`config.mk`:
```
export PLATFORM = sky130hd
export DESIGN_NAME = scc_xcvr
export DESIGN_NICKNAME = d
export VERILOG_FILES = /design/src/rtl/scc_pkg.sv /design/src/rtl/scc_sync.sv /design/src/rtl/scc_cardclk.sv /design/src/rtl/scc_tx.sv /design/src/rtl/scc_rx.sv /design/src/rtl/scc_xcvr.sv
export SDC_FILE = /design/constraint.sdc
export NUM_CORES = 1
export LEC_CHECK = 0
export BUFFER_PORTS_ARGS = -buffer_cell sky130_fd_sc_hd__buf_2
export CAP_MARGIN = 20
export CORE_AREA = 2 2 100 151
export DETAILED_ROUTE_END_ITERATION = 10
export DIE_AREA = 0 0 102 153
export GPL_TIMING_DRIVEN = 0
export PLACE_DENSITY = 0.56
export SYNTH_ARGS = -nofsm -noshare
export SYNTH_HDL_FRONTEND = slang
export SYNTH_HIERARCHICAL = 1
export SYNTH_SLANG_ARGS = --single-unit
```
`constraint.sdc`:
```
create_clock -name clk -period 3.3 [get_ports clk]
set_clock_uncertainty 0.15 [all_clocks]
set_input_delay 0.495 -clock clk [delete_from_list [all_inputs] [get_ports clk]]
set_output_delay 0.495 -clock clk [all_outputs]
set_load 0.005 [all_outputs]
```
`src/rtl/scc_pkg.sv`:
```
package scc_pkg;
   function automatic logic [7:0] scc_rev8(input logic [7:0] d);
      logic [7:0] r;
      for (int i = 0; i < 8; i++) r[i] = d[7-i];
      return r;
   endfunction
endpackage

```
`src/rtl/scc_sync.sv`:
```
module scc_sync #(
   parameter int STAGES = 2
) (
   input  logic clk,
   input  logic rst_n,
   input  logic d,
   output logic q
);
   generate
      if (STAGES == 1) begin : g_one
         always_ff @(posedge clk or negedge rst_n)
            if (!rst_n) q <= 1'b1;
            else        q <= d;
      end else begin : g_chain
         logic [STAGES-1:0] sr;
         always_ff @(posedge clk or negedge rst_n)
            if (!rst_n) sr <= '1;
            else        sr <= {sr[STAGES-2:0], d};
         assign q = sr[STAGES-1];
      end
   endgenerate
endmodule

```
`src/rtl/scc_cardclk.sv`:
```
module scc_cardclk (
   input  logic clk,
   input  logic rst_n,
   input  logic tick,
   input  logic en,
   output logic card_clk
);
   always_ff @(posedge clk or negedge rst_n)
      if (!rst_n)    card_clk <= 1'b0;
      else if (!en)  card_clk <= 1'b0;
      else if (tick) card_clk <= ~card_clk;

   a_r12_clk_held_low: assert property (@(posedge clk) disable iff (!rst_n)
      !en |=> !card_clk);
endmodule

```
`src/rtl/scc_tx.sv`:
```
module scc_tx
   import scc_pkg::*;
#(
   parameter int DIV_W   = 12,
   parameter int RETRY_W = 2
) (
   input  logic               clk,
   input  logic               rst_n,
   input  logic               tick,
   input  logic [DIV_W-1:0]   div,
   input  logic               msb_first,
   input  logic               invert,
   input  logic               odd_par,
   input  logic               tend_early,
   input  logic [RETRY_W-1:0] max_retry,
   input  logic               line_s,
   input  logic               rx_busy,
   input  logic               valid,
   input  logic [7:0]         data,
   output logic               ready,
   output logic               busy,
   output logic               drv,
   output logic               done,
   output logic               fail
);
   logic               busy_q, rpt, ffail;
   logic [DIV_W-1:0]   sub;
   logic [3:0]         idx;
   logic [15:0]        frame;
   logic [RETRY_W-1:0] rcnt;
   logic [7:0]         ord;
   logic               par, etu_end, etu_first, err_now, can_retry;

   assign ord       = msb_first ? scc_rev8(data) : data;
   assign par       = (^data) ^ odd_par;
   assign etu_end   = tick && (sub == (div - 1'b1));
   assign etu_first = tick && (sub == '0);
   assign err_now   = ~line_s;
   assign can_retry = (rcnt < max_retry);
   assign ready     = !busy_q && !rx_busy;
   assign busy      = busy_q;
   assign drv       = busy_q && (idx < 4'd10) && !frame[idx];

   always_ff @(posedge clk or negedge rst_n) begin
      if (!rst_n) begin
         busy_q <= 1'b0; rpt <= 1'b0; ffail <= 1'b0;
         sub <= '0; idx <= '0; frame <= '1; rcnt <= '0;
         done <= 1'b0; fail <= 1'b0;
      end else begin
         done <= 1'b0;
         fail <= 1'b0;
         if (!busy_q) begin
            if (valid && !rx_busy) begin
               busy_q <= 1'b1; sub <= '0; idx <= '0;
               rpt <= 1'b0; ffail <= 1'b0; rcnt <= '0;
               frame <= {6'h3F, par ^ invert, ord ^ {8{invert}}, 1'b0};
            end
         end else if (tick) begin
            if (etu_end) begin
               sub <= '0;
               idx <= idx + 4'd1;
            end else begin
               sub <= sub + 1'b1;
            end
            if (etu_first && idx == 4'd11) begin
               if (err_now && can_retry) rpt <= 1'b1;
               else begin
                  ffail <= err_now;
                  if (tend_early) begin
                     done <= 1'b1;
                     fail <= err_now;
                  end
               end
            end
            if (etu_first && idx == 4'd12 && !rpt) begin
               busy_q <= 1'b0;
               rcnt   <= '0;
               if (!tend_early) begin
                  done <= 1'b1;
                  fail <= ffail;
               end
            end
            if (etu_end && idx == 4'd13 && rpt) begin
               sub  <= '0;
               idx  <= '0;
               rpt  <= 1'b0;
               rcnt <= rcnt + 1'b1;
            end
         end
      end
   end

   a_r6_fail_only_with_done: assert property (@(posedge clk) disable iff (!rst_n)
      fail |-> done);
   a_r6_retry_bound: assert property (@(posedge clk) disable iff (!rst_n)
      busy_q |-> (rcnt <= max_retry));
   a_r2_start_bit_low: assert property (@(posedge clk) disable iff (!rst_n)
      $rose(busy_q) |-> drv);
endmodule

```
`src/rtl/scc_rx.sv`:
```
module scc_rx
   import scc_pkg::*;
#(
   parameter int DIV_W = 12
) (
   input  logic             clk,
   input  logic             rst_n,
   input  logic             tick,
   input  logic [DIV_W-1:0] div,
   input  logic             msb_first,
   input  logic             invert,
   input  logic             odd_par,
   input  logic             line_s,
   input  logic             tx_hold,
   output logic             busy,
   output logic             drv,
   output logic             valid,
   output logic [7:0]       data,
   output logic             perr
);
   logic             busy_q, bad, line_prev;
   logic [DIV_W-1:0] sub;
   logic [3:0]       idx;
   logic [7:0]       sh, dat_log;
   logic             mid, etu_end, par_ok;

   assign mid     = tick && (sub == (div >> 1));
   assign etu_end = tick && (sub == (div - 1'b1));
   assign dat_log = (msb_first ? scc_rev8(sh) : sh) ^ {8{invert}};
   assign par_ok  = ((^dat_log) ^ line_s ^ invert) == odd_par;
   assign busy    = busy_q;

   always_ff @(posedge clk or negedge rst_n) begin
      if (!rst_n) begin
         busy_q <= 1'b0; bad <= 1'b0; line_prev <= 1'b1;
         sub <= '0; idx <= '0; sh <= '0;
         drv <= 1'b0; valid <= 1'b0; data <= '0; perr <= 1'b0;
      end else begin
         line_prev <= line_s;
         valid     <= 1'b0;
         perr      <= 1'b0;
         if (!busy_q) begin
            if (!tx_hold && line_prev && !line_s) begin
               busy_q <= 1'b1; sub <= '0; idx <= '0; bad <= 1'b0;
            end
         end else if (tick) begin
            if (etu_end) begin
               sub <= '0;
               idx <= idx + 4'd1;
            end else begin
               sub <= sub + 1'b1;
            end
            if (mid) begin
               if (idx == 4'd0 && line_s) busy_q <= 1'b0;
               if (idx >= 4'd1 && idx <= 4'd8) sh <= {line_s, sh[7:1]};
               if (idx == 4'd9) begin
                  if (par_ok) begin
                     valid <= 1'b1;
                     data  <= dat_log;
                  end else begin
                     perr <= 1'b1;
                     bad  <= 1'b1;
                  end
               end
               if (idx == 4'd10 && bad) drv <= 1'b1;
               if (idx == 4'd11) drv <= 1'b0;
            end
            if (tick && sub == '0 && idx == 4'd12) busy_q <= 1'b0;
         end
      end
   end

   a_r10_no_valid_with_error: assert property (@(posedge clk) disable iff (!rst_n)
      !(valid && perr));
   a_r10_drive_only_after_error: assert property (@(posedge clk) disable iff (!rst_n)
      $rose(drv) |-> bad);
endmodule

```
`src/rtl/scc_xcvr.sv`:
```
module scc_xcvr #(
   parameter int DIV_W       = 12,
   parameter int RETRY_W     = 2,
   parameter int SYNC_STAGES = 2
) (
   input  logic               clk,
   input  logic               rst_n,
   input  logic               bit_tick,
   input  logic [DIV_W-1:0]   etu_div,
   input  logic               cfg_msb_first,
   input  logic               cfg_invert,
   input  logic               cfg_odd_par,
   input  logic               cfg_tend_early,
   input  logic               cfg_clk_en,
   input  logic [RETRY_W-1:0] max_retry,
   input  logic               tx_valid,
   input  logic [7:0]         tx_data,
   output logic               tx_ready,
   output logic               tx_done,
   output logic               tx_fail,
   output logic               rx_valid,
   output logic [7:0]         rx_data,
   output logic               rx_par_err,
   input  logic               line_in,
   output logic               line_drive_low,
   output logic               card_clk
);
   generate
      if (DIV_W < 3) begin : g_bad_div
         $error("DIV_W must be at least 3");
      end
      if (RETRY_W < 1) begin : g_bad_retry
         $error("RETRY_W must be at least 1");
      end
      if (SYNC_STAGES < 1) begin : g_bad_sync
         $error("SYNC_STAGES must be at least 1");
      end
   endgenerate

   logic line_s, tx_busy, rx_busy, tx_drv, rx_drv;

   scc_sync #(.STAGES(SYNC_STAGES)) u_sync (
      .clk(clk), .rst_n(rst_n), .d(line_in), .q(line_s));

   scc_tx #(.DIV_W(DIV_W), .RETRY_W(RETRY_W)) u_tx (
      .clk(clk), .rst_n(rst_n), .tick(bit_tick), .div(etu_div),
      .msb_first(cfg_msb_first), .invert(cfg_invert), .odd_par(cfg_odd_par),
      .tend_early(cfg_tend_early), .max_retry(max_retry), .line_s(line_s),
      .rx_busy(rx_busy), .valid(tx_valid), .data(tx_data), .ready(tx_ready),
      .busy(tx_busy), .drv(tx_drv), .done(tx_done), .fail(tx_fail));

   scc_rx #(.DIV_W(DIV_W)) u_rx (
      .clk(clk), .rst_n(rst_n), .tick(bit_tick), .div(etu_div),
      .msb_first(cfg_msb_first), .invert(cfg_invert), .odd_par(cfg_odd_par),
      .line_s(line_s), .tx_hold(tx_busy | tx_valid), .busy(rx_busy),
      .drv(rx_drv), .valid(rx_valid), .data(rx_data), .perr(rx_par_err));

   scc_cardclk u_clk (
      .clk(clk), .rst_n(rst_n), .tick(bit_tick), .en(cfg_clk_en),
      .card_clk(card_clk));

   assign line_drive_low = tx_drv | rx_drv;

   a_r13_half_duplex: assert property (@(posedge clk) disable iff (!rst_n)
      !(tx_busy && rx_busy));
   a_r2_div_floor: assert property (@(posedge clk) disable iff (!rst_n)
      etu_div >= 4);
endmodule

```
**After elaboration in Yosys (flattened, before gate mapping)**

Cells that the tools add are included.

- Bits in registers: 74
- Bits in latches: 0
- RAM bits: 0
- Output and inout port bits: 15
- Word-level logic and storage cells: 195
- Memories kept: 0
- Bits in read-only memories: 0
- Input bits: 32

- Equal/unequal tests: 24
- Multiply operators: 0
- $lt $le $gt $ge: 5
- Bitwise gates (word level): 11
- Reduce and logical (&&, ||, !) cells: 47
- Shift operators: 0
- Add/sub/neg operators: 6
- Divide/modulo/power cells: 0
- Multiplexer cells: 81

Operators with widths:

| cell | number |
|---|---|
| 2-to-1 mux 12 bit | 9 |
| 2-to-1 mux 1 bit | 55 |
| 2-to-1 mux 4 bit | 9 |
| == test 4 bit (second input constant) | 7 |
| adder 12 x 1 -> 12 bit (second input constant) | 2 |
| == test 12 bit | 2 |
| zero test 12 bit | 2 |
| logical AND 1 bit | 21 |
| inequality test 2 bit (second input constant) | 9 |
| 2-to-1 mux 8 bit | 2 |
| AND reduction 4 bit | 4 |
| parity 8 bit | 2 |
| XOR 8 bit | 2 |
| == test 12 x 11 -> 1 bit | 1 |
| inequality test 3 bit (second input constant) | 4 |
| subtractor 12 x 1 -> 12 bit (second input constant) | 1 |
| 2-to-1 mux 2 bit | 5 |
| AND reduction 5 bit | 2 |
| AND reduction 3 bit | 3 |
| adder 4 x 1 -> 4 bit (second input constant) | 2 |
| zero test 1 bit | 6 |
| AND reduction 2 bit | 3 |
| nonzero test 2 bit | 3 |
| less-than comparator 4 x 5 -> 1 bit (second input constant) | 1 |
| other kinds (11) | 17 |

**Longest topological paths before layout**

- Depth in word-level cells: 11
- Mapped depth: 10
- Depth with buffers taken out: 9

**Hierarchy**

Netlist, hierarchy kept.

Modules (own cells, without submodules):

| module | cells each | area each (um^2) | instances | sequential area each (um^2) |
|---|---|---|---|---|
| scc_rx | 295 | 2687.6 | 1 | 952.2 |
| scc_tx | 268 | 2411.1 | 1 | 838.3 |
| scc_sync | 2 | 52.6 | 1 | 52.6 |
| scc_cardclk | 3 | 40.0 | 1 | 25.0 |
| scc_xcvr | 2 | 12.5 | 1 | 0.0 |

**Worst setup path before layout**

Ideal clock, no wire load.

- Path type: input to register
- Start: in etu_div[4]
- End: reg u_rx.idx[0]
- Buffers on the path: 2
- Setup slack: 40 ps
- Arrival time: 2985 ps
- Required time: 3025 ps
- Cell stages on the path: 9
- Library setup time: 125 ps
- Cell sequence: buf_2 -> or4_4 -> or4_4 -> a2111oi_4 -> o21ai_1 -> or3_1 -> buf_2 -> nor2_1 -> mux2_2

- Longest elaborated chain between the ends: 5

RTL lines:

| what | line | RTL |
|---|---|---|
| start: declaration | scc_xcvr.sv:9 | `input logic [DIV_W-1:0] etu_div,` |
| subtractor 12 x 1 -> 12 bit | scc_rx.sv:28 | `assign etu_end = tick && (sub == (div - 1'b1));` |
| == test 12 bit | scc_rx.sv:28 |  |
| logical AND 1 bit | scc_rx.sv:28 |  |
| inequality test 2 bit (no source line) | n/a |  |
| AND reduction 3 bit (no source line) | n/a |  |
| end signal: assignment | scc_rx.sv:49 | `idx <= idx + 4'd1;` |
| end: declaration | scc_rx.sv:23 | `logic [3:0] idx;` |

No other way between the ends.
A chain may end at the register's enable or synchronous reset.

**Worst setup path after layout**

- Start: in etu_div[3]
- End: reg u_rx.idx[1]

The elaborated chain is that of the path after synthesis.

==> reports/summary.txt <==
number of failing hold endpoints at the final stage = 0
dpl hpwl = 9.63 mm
result of the run = completed
maximum number of pins on one net before global-route repair = 64
number of synthesized flops with an enable pin = 0
wire length the detailed router placed on met1 = 5.53 mm
top cells by area, synth = dfrtp_1 (29%), xnor2_1 (8.9%), dfstp_2 (6.6%)
async set or reset register ratio after synthesis = 1.00
vias in the first global route = 4417
count of nets after finishing = 675
worst rel slew slack = 0.573
fraction of layout cells with a size suffix above 1 = 0.180
Clock Pin Slew Worst Setup and Hold Paths = 0.06 ns
port buffer count = 44
via count of the routed design = 4385
Setup Viol. Count Final = 0
number of max-slew violations in the final report = 0
antenna diode count = 0
post-synthesis cell type with the largest combined area = dfrtp_1
gate count of the mapped netlist = 570
core region area = 14300 µm²
Overflow after GRT = 0
most frequently used cell type in the post-synthesis netlist = dfrtp_1
final worst path period share = 0.987
transition at the pin with the smallest max-transition slack = 0.640 ns
TritonCTS Buffers = 9
die width = 102 µm
pwr dens = 479 nW/µm²
TritonCTS clock tree = done
start-to-end type of the worst setup path = input pin to register
Die Height = 153 µm
share of the synthesized area in the top cell type = 0.293
met3 wire len = 446 µm
1st-iter DRT viols = 200
post-synthesis sequential area ratio = 0.359
number of nets produced by synthesis = 617
endpoint arrival time on the critical path = 3.33 ns
final setup TNS = 0 ns
kind of start point of the critical path = input pin
Layout Cells excl Fill = 829
count of maximum capacitance violations = 0
Mean Syn Cell Area = 9.13 µm²
wire length of the first global-routing pass = 21.5 mm
initial antenna violation count = 0
area grow syn2layout = 16.5%
maximum fanout count along the critical path = 10
time the final worst path needs with I/O delays and setup = 3.26 ns
highest signal layer in the routed design = met4
unrepaired setup endpoints after global routing = no
count of distinct cell types in the synthesized netlist = 69
classification of the worst-slack hold path = input pin to register
Pleak = 2.52 nW
Main synth FF type = dfrtp_1
Max rail drop VDD = 0.273 mV
floorplan die area = 15600 µm²
proportion of power drawn by flip-flops and latches = 0.404
flip-flop and latch count after synthesis = 74
number of buffers added for setup after CTS = 0
number of top-level pins = 47
DR DRC count = 0
Detail Route met2 WL = 6.42 mm
Design Power = 2.90 mW
final-layout worst hold slack = 0.108 ns
buffer levels on the longest clock path = 2
initial core utilization = 0.363
drt via density = 5.29
detailed-route wire length per cell = 15.5 µm
summed instance area of the synthesized netlist = 5200 µm²
weighted congestion at the end of routability-driven global placement = 0.848
final cell utilization of the core = 0.423
H-tree lvl count = 3
data required time of the worst path = 3.37 ns
DP Cell Count = 812
type of element capturing the critical path = register
clock tree root driver cell = clkbuf_16
length of the first detailed-routing pass in iterations = 5
internal portion of total power = 1.99 mW
Switching Fraction = 0.313
clock network fraction of design power = 0.345
clock latency of the later-clocked register in the worst-skew pair = 0.34 ns
Post-DRT Antenna Nets = 0
synth cell count leaders = dfrtp_1 (61), xnor2_1 (53), nand2_1 (49), nor2_1 (35), o21ai_0 (32)
fmax = 307 MHz
Yosys Warn Count = 6
number of placement rows = 54
gr usage total = 0.172
combinational fraction of design power = 0.252
net load switching power = 0.910 mW
final wirelength = 12.8 mm
# clock sinks = 74
-- routing by layer --
| layer | GRT usage | vias to the layer above |
|---|---|---|
| met5 | 0 | - |
| met4 | 0.0806 | 0 |
| met3 | 0.0302 | 29 |
| met2 | 0.287 | 95 |
| met1 | 0.213 | 2106 |
| li1 | - | 2155 |
-- final timing paths --
kind	start	end	slack (ns)	cells past startpoint
setup / recovery	etu_div[3]	u_rx/idx[1]	0.04	10
hold / removal	line_in	u_sync/g_chain.sr[0]	0.11	1
setup reg to reg	u_rx/sub[10]	u_rx/idx[1]	0.20	9
hold reg to reg	u_sync/g_chain.sr[0]	u_sync/g_chain.sr[1]	0.20	0
max in group asynchronous	rst_n	u_sync/g_chain.sr[1]	2.01	3
min in group asynchronous	rst_n	u_tx/rcnt[0]	0.39	2
-- layout make-up --
type                    instances  area (µm²)
fillers                      1488        8260
repair buffers                 47         268
plain buffers                  26         115
inverters                      31         116
well taps                     196         245
multi-input cells             439        3140
clock buffers                  13         260
flip-flops and latches         74        1870
clock inverters                 3        47.5
-- what timing repair did --
| item | CTS | global route |
|---|---|---|
| hold buffers | 1 | 0 |
| pin swaps | 1 | 1 |
| hold endpoints to repair | 11 | 0 |
| setup endpoints to repair | 2 | 3 |
| gates resized for setup | 1 | 8 |
-- layout by cell type, fill, tap and decap left out, types with 18 or more instances in the layout --
master    instances
o21ai_0          32
mux2i_1          18
clkbuf_1         23
xnor2_1          53
inv_1            31
nor2_1           34
dfrtp_1          61
xor2_1           29
nand2_1          49
nand3_1          18
buf_2            45
-- sequential cells by signal, summed over array words and instances (netlist names) --
name               cells
u_clk/card_clk         1
u_rx/bad               1
u_rx/busy              1
u_rx/data              8
u_rx/drv               1
u_rx/idx               4
u_rx/line_prev         1
u_rx/perr              1
u_rx/sh                8
u_rx/sub              12
u_rx/valid             1
u_sync/g_chain.sr      2
u_tx/busy              1
u_tx/done              1
u_tx/fail              1
u_tx/ffail             1
u_tx/frame            10
u_tx/idx               4
u_tx/rcnt              2
u_tx/rpt               1
u_tx/sub              12
-- critical path, cell delays in order --
cell	delay (ns)
buf_2	0.15
buf_6	0.15
or4_4	0.55
or4_4	0.44
a2111oi_4	0.42
o21ai_1	0.13
or3_4	0.35
buf_4	0.19
nor2_4	0.10
mux2_2	0.34
-- metrics by stage --
| step | worst slack, ns | instance area, µm² |
|---|---|---|
| finish | 0.0431 | 6060 |
| global route | 0.00128 | 6060 |
| CTS | 0.0363 | 6030 |
| detailed placement | -0.420 | 5710 |
| global placement | -0.366 | 5670 |
| floorplan | 0.0405 | 5200 |
-- power groups by stage --
stage                     sequential (mW)  clock, mW  combinational, mW
after floorplan                      1.15          0              0.524
after global placement               1.18          0              0.701
after CTS                            1.17       1.03              0.730
final                                1.17       1.00              0.731
after global routing                 1.19       1.08              0.830
after detailed placement             1.19          0              0.724
-- kinds of logic (layout without fill, tap and decap cells) --
logic type | count (synthesis) | count (layout) | synth area share
fa+ha+maj | 15 | 15 | 0.0361
xor+xnor | 82 | 82 | 0.138
mux | 32 | 32 | 0.0692
compound gates | 104 | 104 | 0.135
flops | 74 | 74 | 0.359
simple gates | 206 | 206 | 0.219
buf+inv | 57 | 120 | 0.0435
(Power assumes the default switching activity.)
